<file path="config.mk">
export PLATFORM = sky130hd
export DESIGN_NAME = stk_addr_unit
export DESIGN_NICKNAME = d
export VERILOG_FILES = /design/src/rtl/stk_pkg.sv /design/src/rtl/stk_operand_addr.sv /design/src/rtl/stk_dsp_unit.sv /design/src/rtl/stk_psp_unit.sv /design/src/rtl/stk_addr_unit.sv
export SDC_FILE = /design/constraint.sdc
export NUM_CORES = 1
export LEC_CHECK = 0
export ABC_AREA = 1
export BUFFER_PORTS_ARGS = -buffer_cell sky130_fd_sc_hd__buf_2
export CORE_MARGIN = 2
export CORE_UTILIZATION = 43
export DETAILED_ROUTE_END_ITERATION = 16
export PLACE_DENSITY = 0.81
export REMOVE_ABC_BUFFERS = 1
export SLEW_MARGIN = 10
export SYNTH_ARGS = -nofsm -noshare
export SYNTH_HDL_FRONTEND = slang
export SYNTH_SLANG_ARGS = --single-unit
</file>
<file path="constraint.sdc">
create_clock -name clk -period 2.4 [get_ports clk]
set_input_delay 0.48 -clock clk [delete_from_list [all_inputs] [get_ports clk]]
set_output_delay 0.48 -clock clk [all_outputs]
set_load 0.005 [all_outputs]
</file>
<file path="src/rtl/stk_pkg.sv">
// Shared operation encoding for the stack and operand address unit.
package stk_pkg;
    typedef enum logic [2:0] {
        OP_IMM  = 3'd0,
        OP_DIR  = 3'd1,
        OP_IDX  = 3'd2,
        OP_PUSH = 3'd3,
        OP_POP  = 3'd4,
        OP_CALL = 3'd5,
        OP_RET  = 3'd6,
        OP_SWAP = 3'd7
    } stk_op_e;
endpackage

</file>
<file path="src/rtl/stk_operand_addr.sv">
// Operand address former.
// Direct mode passes the base through; indexed mode adds the index modulo 2**AW.
// Assumes base and index have equal width. Purely combinational.
module stk_operand_addr #(
    parameter int AW = 8
) (
    input  logic [AW-1:0] base_i,
    input  logic [AW-1:0] idx_i,
    input  logic          indexed_i,
    output logic [AW-1:0] addr_o
);
    // Select the plain base or the wrapped sum.
    always_comb begin
        if (indexed_i) addr_o = base_i + idx_i;
        else           addr_o = base_i;
    end
endmodule

</file>
<file path="src/rtl/stk_dsp_unit.sv">
// Data stack pointer.
// A push decrements before the access, a pop increments after it, and a swap loads a new value.
// Assumes at most one enable per cycle. Arithmetic wraps silently.
module stk_dsp_unit #(
    parameter int AW = 8
) (
    input  logic          clk,
    input  logic          rst_n,
    input  logic          push_en,
    input  logic          pop_en,
    input  logic          swap_en,
    input  logic [AW-1:0] load_val,
    output logic [AW-1:0] dsp_q,
    output logic [AW-1:0] access_addr
);
    localparam logic [AW-1:0] ONE = AW'(1);

    logic [AW-1:0] dsp_dec;
    logic [AW-1:0] dsp_inc;

    // Neighbouring pointer values.
    always_comb begin
        dsp_dec = dsp_q - ONE;
        dsp_inc = dsp_q + ONE;
    end

    // Push addresses the decremented pointer; every other access uses the current one.
    always_comb begin
        access_addr = push_en ? dsp_dec : dsp_q;
    end

    // Pointer register.
    always_ff @(posedge clk) begin
        if (!rst_n)       dsp_q <= '0;
        else if (push_en) dsp_q <= dsp_dec;
        else if (pop_en)  dsp_q <= dsp_inc;
        else if (swap_en) dsp_q <= load_val;
    end


    push_dec_chk: assert property (@(posedge clk) disable iff (!rst_n)
        push_en |=> dsp_q == AW'($past(dsp_q) - ONE));

    pop_inc_chk: assert property (@(posedge clk) disable iff (!rst_n)
        pop_en |=> dsp_q == AW'($past(dsp_q) + ONE));

    swap_load_chk: assert property (@(posedge clk) disable iff (!rst_n)
        swap_en |=> dsp_q == $past(load_val));

    dsp_hold_chk: assert property (@(posedge clk) disable iff (!rst_n)
        !(push_en || pop_en || swap_en) |=> $stable(dsp_q));

    dsp_one_en_chk: assert property (@(posedge clk) disable iff (!rst_n)
        $onehot0({push_en, pop_en, swap_en}));
endmodule

</file>
<file path="src/rtl/stk_psp_unit.sv">
// Program stack pointer.
// A call stores at the pointer and then advances it by STEP; a return steps back by STEP and reads there.
// Assumes call and return are never requested together.
module stk_psp_unit #(
    parameter int AW   = 8,
    parameter int STEP = 2
) (
    input  logic          clk,
    input  logic          rst_n,
    input  logic          call_en,
    input  logic          ret_en,
    output logic [AW-1:0] psp_q,
    output logic [AW-1:0] frame_addr
);
    localparam logic [AW-1:0] STEP_V = AW'(STEP);

    logic [AW-1:0] psp_up;
    logic [AW-1:0] psp_dn;

    // Frame boundaries around the pointer.
    always_comb begin
        psp_up = psp_q + STEP_V;
        psp_dn = psp_q - STEP_V;
    end

    // A return reads the frame below; a call writes at the pointer.
    always_comb begin
        frame_addr = ret_en ? psp_dn : psp_q;
    end

    // Pointer register.
    always_ff @(posedge clk) begin
        if (!rst_n)       psp_q <= '0;
        else if (call_en) psp_q <= psp_up;
        else if (ret_en)  psp_q <= psp_dn;
    end


    call_adv_chk: assert property (@(posedge clk) disable iff (!rst_n)
        call_en |=> psp_q == AW'($past(psp_q) + STEP_V));

    ret_back_chk: assert property (@(posedge clk) disable iff (!rst_n)
        ret_en |=> psp_q == AW'($past(psp_q) - STEP_V));

    psp_hold_chk: assert property (@(posedge clk) disable iff (!rst_n)
        !(call_en || ret_en) |=> $stable(psp_q));
endmodule

</file>
<file path="src/rtl/stk_addr_unit.sv">
// Stack and operand address unit (top).
// Decodes one operation per valid cycle into a RAM access driven in the same cycle,
// and keeps the data and program stack pointers, which update at the next edge.
// Assumes ADDR_W equals DATA_W (the swap path) and PC_W is a whole number of data bytes.
module stk_addr_unit
    import stk_pkg::*;
#(
    parameter int DATA_W = 8,
    parameter int ADDR_W = 8,
    parameter int PC_W   = 16
) (
    input  logic              clk,
    input  logic              rst_n,
    input  logic              op_valid,
    input  logic [2:0]        op_mode,
    input  logic              op_store,
    input  logic [DATA_W-1:0] op_byte,
    input  logic [ADDR_W-1:0] x_idx,
    input  logic [DATA_W-1:0] acc_in,
    input  logic [PC_W-1:0]   pc_ret,
    input  logic [PC_W-1:0]   ram_rdata,
    output logic [ADDR_W-1:0] ram_addr,
    output logic [PC_W/DATA_W-1:0] ram_be,
    output logic              ram_rd,
    output logic              ram_wr,
    output logic [PC_W-1:0]   ram_wdata,
    output logic              imm_valid,
    output logic [DATA_W-1:0] imm_out,
    output logic [DATA_W-1:0] rd_data,
    output logic              acc_load,
    output logic [DATA_W-1:0] acc_out,
    output logic              pc_load,
    output logic [PC_W-1:0]   pc_restore,
    output logic [ADDR_W-1:0] dsp_q,
    output logic [ADDR_W-1:0] psp_q
);
    localparam int LANES = PC_W / DATA_W;
    localparam logic [LANES-1:0] BE_ONE = LANES'(1);
    localparam logic [LANES-1:0] BE_ALL = '1;

    stk_op_e       mode;
    logic          push_en, pop_en, swap_en, call_en, ret_en;
    logic [ADDR_W-1:0] opnd_addr, dsp_addr, psp_addr;
    logic [PC_W-1:0]   acc_wide;

    // Decode the mode into the pointer enables.
    always_comb begin
        mode    = stk_op_e'(op_mode);
        push_en = op_valid && (mode == OP_PUSH);
        pop_en  = op_valid && (mode == OP_POP);
        swap_en = op_valid && (mode == OP_SWAP);
        call_en = op_valid && (mode == OP_CALL);
        ret_en  = op_valid && (mode == OP_RET);
        acc_wide = PC_W'(acc_in);
    end

    stk_operand_addr #(.AW(ADDR_W)) u_opnd (
        .base_i    (op_byte),
        .idx_i     (x_idx),
        .indexed_i (mode == OP_IDX),
        .addr_o    (opnd_addr)
    );

    stk_dsp_unit #(.AW(ADDR_W)) u_dsp (
        .clk         (clk),
        .rst_n       (rst_n),
        .push_en     (push_en),
        .pop_en      (pop_en),
        .swap_en     (swap_en),
        .load_val    (acc_in),
        .dsp_q       (dsp_q),
        .access_addr (dsp_addr)
    );

    stk_psp_unit #(.AW(ADDR_W), .STEP(LANES)) u_psp (
        .clk        (clk),
        .rst_n      (rst_n),
        .call_en    (call_en),
        .ret_en     (ret_en),
        .psp_q      (psp_q),
        .frame_addr (psp_addr)
    );

    // Drive the RAM access, strobes and side outputs for the current operation.
    always_comb begin
        ram_addr  = '0;
        ram_be    = '0;
        ram_rd    = 1'b0;
        ram_wr    = 1'b0;
        ram_wdata = '0;
        imm_valid = 1'b0;
        acc_load  = 1'b0;
        pc_load   = 1'b0;
        if (op_valid) begin
            case (mode)
                OP_IMM: imm_valid = 1'b1;
                OP_DIR, OP_IDX: begin
                    ram_addr = opnd_addr;
                    ram_be   = BE_ONE;
                    if (op_store) begin
                        ram_wr    = 1'b1;
                        ram_wdata = acc_wide;
                    end else begin
                        ram_rd = 1'b1;
                    end
                end
                OP_PUSH: begin
                    ram_addr  = dsp_addr;
                    ram_be    = BE_ONE;
                    ram_wr    = 1'b1;
                    ram_wdata = acc_wide;
                end
                OP_POP: begin
                    ram_addr = dsp_addr;
                    ram_be   = BE_ONE;
                    ram_rd   = 1'b1;
                end
                OP_CALL: begin
                    ram_addr  = psp_addr;
                    ram_be    = BE_ALL;
                    ram_wr    = 1'b1;
                    ram_wdata = pc_ret;
                end
                OP_RET: begin
                    ram_addr = psp_addr;
                    ram_be   = BE_ALL;
                    ram_rd   = 1'b1;
                    pc_load  = 1'b1;
                end
                OP_SWAP: acc_load = 1'b1;
                default: ;
            endcase
        end
    end

    // Pass-through data paths.
    always_comb begin
        imm_out    = op_byte;
        acc_out    = dsp_q;
        rd_data    = ram_rdata[DATA_W-1:0];
        pc_restore = ram_rdata;
    end


    idle_quiet_chk: assert property (@(posedge clk) disable iff (!rst_n)
        !op_valid |-> !ram_rd && !ram_wr && !acc_load && !pc_load);

    imm_noaccess_chk: assert property (@(posedge clk) disable iff (!rst_n)
        imm_valid |-> !ram_rd && !ram_wr);

    rw_excl_chk: assert property (@(posedge clk) disable iff (!rst_n)
        !(ram_rd && ram_wr));

    reset_ptr_chk: assert property (@(posedge clk)
        !rst_n |=> dsp_q == '0 && psp_q == '0);
endmodule

</file>
# Word-level counts from Yosys, hierarchy flattened
# Cells that the tools add are included.
# classes
n_addsub	5
mul	0
n_div	0
order_cmp	0
n_eq_ne	7
shifts	0
muxes	26
bitwise_logic	0
n_reduce_logical	13
# ops
operator	count
$mux W8	9
$pmux W16 S3	1
$pmux W8 S3	1
$mux W16	1
$eq A3 B3 Y1 const B	4
$mux W1	10
$reduce_or A2 Y1	5
$add A8 B1 Y8 const B	1
$add A8 B2 Y8 const B	1
$add A8 B8 Y8	1
$sub A8 B1 Y8 const B	1
$sub A8 B2 Y8 const B	1
$eq A3 B2 Y1 const B	2
$logic_and A1 B1 Y1	5
$pmux W1 S2	2
$pmux W2 S2	1
$reduce_or A4 Y1	1
$eq A3 B1 Y1 const B	1
$logic_not A3 Y1	1
$reduce_bool A3 Y1	1
$mux W2	1
# totals
register_bits	16
latchBits	0
ramBits	0
mem_bits_ro	0
inputBits	63
out_inout_bits	87
word_cells	53
memories	0

# Longest topological paths before layout
# depth
ltp_word	5
ltp_mapped	12
mapped_depth_nobuf	11

# By module
# A second synthesis with hierarchy kept.
# unflattened
cells_unflattened	516
area_unflattened_um2	2896.5
# by_module_without_submodules
module	instances	cells_each	area_each_um2	seq_area_each_um2
stk_addr_unit	1	198	1062.3	0.0
stk_dsp_unit	1	138	820.8	160.2
stk_psp_unit	1	99	580.6	140.1
stk_operand_addr	1	81	432.9	0.0

# Worst setup path before layout
# OpenSTA, ideal clock, no wires.
# synth_path
path_kind	input -> output
start	in op_byte[0]
end	out ram_addr[6]
arrival_ns	1.594
required_time_ns	1.920
slack_ns	0.326
stages	10
n_path_buf	0
path_cell_list	ha_1 > inv_1 > fa_1 > inv_1 > nand3_1 > nand3_1 > nand2_1 > nand2_1 > o21ai_0 > a21oi_2
# synth_via
elab_chain_len	4
# synth_rtl
element	line_no	rtl
from (decl)	stk_addr_unit.sv:17	input logic [DATA_W-1:0] op_byte,
$add A8 B8 Y8	stk_operand_addr.sv:14	if (indexed_i) addr_o = base_i + idx_i;
$mux W8	stk_operand_addr.sv:14	
$pmux W8 S3	stk_addr_unit.sv:95	case (mode)
$mux W8	stk_addr_unit.sv:94	if (op_valid) begin
to (decl)	stk_addr_unit.sv:22	output logic [ADDR_W-1:0] ram_addr,
# No other way between the ends.

# Worst setup path after layout
# layout_path
start	in op_byte[0]
end	out ram_addr[4]
# Same word-level chain as after synthesis.

==> run_results.csv <==
group,metric,value,unit
status,status,"finished, final reports clean",
worst_setup_path,crit_fanout,3,
power_and_ir_drop,p_comb_share,48.5,%
detailed_routing,first_pass_iters,5,
synth,synthFlopType,"dfxtp_1",
worst_setup_path,required,1920,ps
clock_tree,cts_tree,"built",
synth,synth-seq-area-share,11.9,%
detailed_routing,first_iter_violations,143,
power_and_ir_drop,leakage,0.00177,uW
grt,track_usage,23.9,%
final_layout,finalInstanceArea,3030,sq um
power_and_ir_drop,seqPwrFrac,29.8,%
floorplanning,die_w,80.5,um
detailed_routing,wl_per_cell,13.7,um
timing,slew_violations,0,
timing,hold_viol,0,
grt,grt-ovfl-total,0,
timing,fin_worst_skew,10.7,ps
worst_hold_path,hp-class,"in -> reg",
clock_tree,clk_root_buffer_cell,"clkbuf_8",
grt,antenna_found_initial,0,
synth,synth_edf_count,0,
clock_tree,path_clk_slew,70,ps
grt,grt_pass1_vias,2656,
worst_setup_path,worstPathArrival,1850,ps
place,placed_area,2920,sq um
power_and_ir_drop,p_clk_share,21.7,%
synth,synth.area.mux_share,0,%
clock_tree,cts_inserted_buffers,3,
clock_tree,holdBufCountCts,0,
synth,ys.warnings.count,0,
synth,synthArstFlopShare,0,%
synth,syn_area,2520,sq um
detailed_routing,via_count,2987,
place,dp_hpwl,6410,um
worst_setup_path,start_kind,"primary input",
floorplanning,rows,27,
detailed_routing,final_antenna_net_count,0,
power_and_ir_drop,power_density,324,nW/um^2
final_layout,antennaDiodeCount,0,
floorplanning,die_h,80.5,um
floorplanning,ios,150,
clock_tree,clk_latency,260,ps
worst_setup_path,worstSetupEndpointType,"output pin",
floorplanning,initial_core_util,45.2,%
synth,synth_cells,431,
synth,yosys.area.top_type,"nand2_1",
synth,synth_area_leaders,"nand2_1 14%, buf_4 12%, dfxtp_1 12%, inv_1 8.9%, nor2_1 8.3%",
timing,period_minus_slack,2330,ps
timing,timing.fmax,428,MHz
synth,synth_xor_area_share,5.91,%
clock_tree,htree_levels,1,
power_and_ir_drop,irDropWorstVdd,0.229,mV
power_and_ir_drop,switching_power,399,uW
final_layout,fin_nets,588,
floorplanning,core,5570,sq um
timing,setup_viol,0,
power_and_ir_drop,switching_share,40.6,%
worst_setup_path,worstSetupPathType,"in -> out",
timing,layout_worst_path_cycle_share,97.3,%
final_layout,final_cell_mix,"108 x buf_2, 95 x nand2_1, 58 x inv_1, 53 x nor2_1, 28 x nand3_1",
flow_run,timing.max_cap.violations,0,
power_and_ir_drop,power.internal,584,uW
detailed_routing,drc,0,
grt,grt_pass1_wl,12200,um
synth,synth_top_family_by_area,"simple AND/OR/NAND/NOR gates",
place,port-buffer-count,108,
synth,synthSimpleGateAreaFrac,36.8,%
timing,holdWs,501,ps
synth,synth-compound-area-share,15.3,%
final_layout,area_growth,20.3,%
synth,synth-seq-cells,15,
detailed_routing,viasPerCell,5.11,
place,gp_congestion,0.931,
synth,avgSynthCellArea,5.84,sq um
grt,grt_max_degree,17,
final_layout,layout-drive-gt1-share,31.4,%
synth,synthAdderAreaFrac,6.26,%
detailed_routing,finalWirelength,8000,um
synth,synth_top_area_share,14.3,%
clock_tree,clockBufferDepth,2,
synth,synth.distinct_cells,42,
final_layout,layout.cells.most_common,"buf_2",
clock_tree,clock_sinks,15,
floorplanning,die_area,6490,sq um
[logic make-up after synthesis]
family | Yosys count
XOR/XNOR | 17
adder cells (fa/ha/maj) | 12
other | 1
flip-flops | 15
AND/OR/NAND/NOR | 206
AO/OA/AOI/OAI | 66
buffers and inverters | 114
[cells in the mapped netlist (all sizes together), types with 4 or more instances]
master / count
a21oi: 18
nor2: 61
nand3: 31
ha: 11
nor3: 5
dfxtp: 15
nand2: 101
o21ai: 29
buf: 46
xor2: 14
nand4: 4
inv: 63
a22oi: 8
a31oi: 5
[power by group through the flow]
stage	Sequential (uW)	Combinational, uW	Clock (uW)
2_1_floorplan	298	265	0
3_3_place_gp	297	443	0
3_5_place_dp	298	453	0
4_1_cts	293	456	219
5_1_grt	296	531	226
6_report	293	477	213
[path summary, 6_finish.rpt]
check	from	slack (ps)	cells past startpoint	endpoint
max reg2reg	u_dsp.dsp_q[2]	920	9	u_dsp.dsp_q[7]
min	acc_in[0]	500	3	u_dsp.dsp_q[0]
max	op_byte[0]	70	13	ram_addr[4]
min reg2reg	u_dsp.dsp_q[4]	650	2	u_dsp.dsp_q[4]
[state kept, by name, indices dropped and copies added (netlist names)]
register and cells:
u_dsp.dsp_q 8, u_psp.psp_q 7
[metal layers]
metal  up-vias  global-route usage (%)  wire length, um
li1       1490                       -                -
met1      1324                    29.0             3300
met2       157                    38.3             3640
met3        14                    10.9              882
met4         2                    4.58              117
met5         -                    8.18               57
[metrics by stage]
step / worst slack [ps] / setup TNS [ps] / instances / utilization [%] / total power [uW]
6_report: 65.3 / 0 / 584 / 54.3 / 983
4_1_cts: 4.63 / 0 / 582 / 53.2 / 968
5_1_grt: -15.8 / -27.5 / 584 / 54.3 / 1050
2_1_floorplan: 304 / 0 / 382 / - / 564
3_3_place_gp: 34.1 / 0 / 578 / 52.3 / 740
3_5_place_dp: -18.3 / -18.3 / 578 / 52.3 / 751
[repair_timing]
action,CTS,global route
pin swaps,0,2
resized for setup,1,14
endpoints found under the setup margin,1,7
hold endpoints to repair,0,0
setup buffers,0,2
[worst max-delay path, stage by stage]
cell     delay [ps]
buf_2           130
ha_4            150
inv_2            40
fa_2            380
inv_2            90
a21oi_2          60
xor2_1          130
nand2_1          60
nand2_1          60
nand3_1          60
nand2_1          60
inv_1            30
buf_2           110
[final cells by class]
class | instances | area (sq um)
Inverter | 65 | 245
Clock buffer | 4 | 45.0
Fill cell | 568 | 2540
Tap cell | 72 | 90.1
Sequential cell | 15 | 300
Timing Repair Buffer | 126 | 676
Multi-Input combinational cell | 302 | 1670
Power figures use the tool's default switching activity.
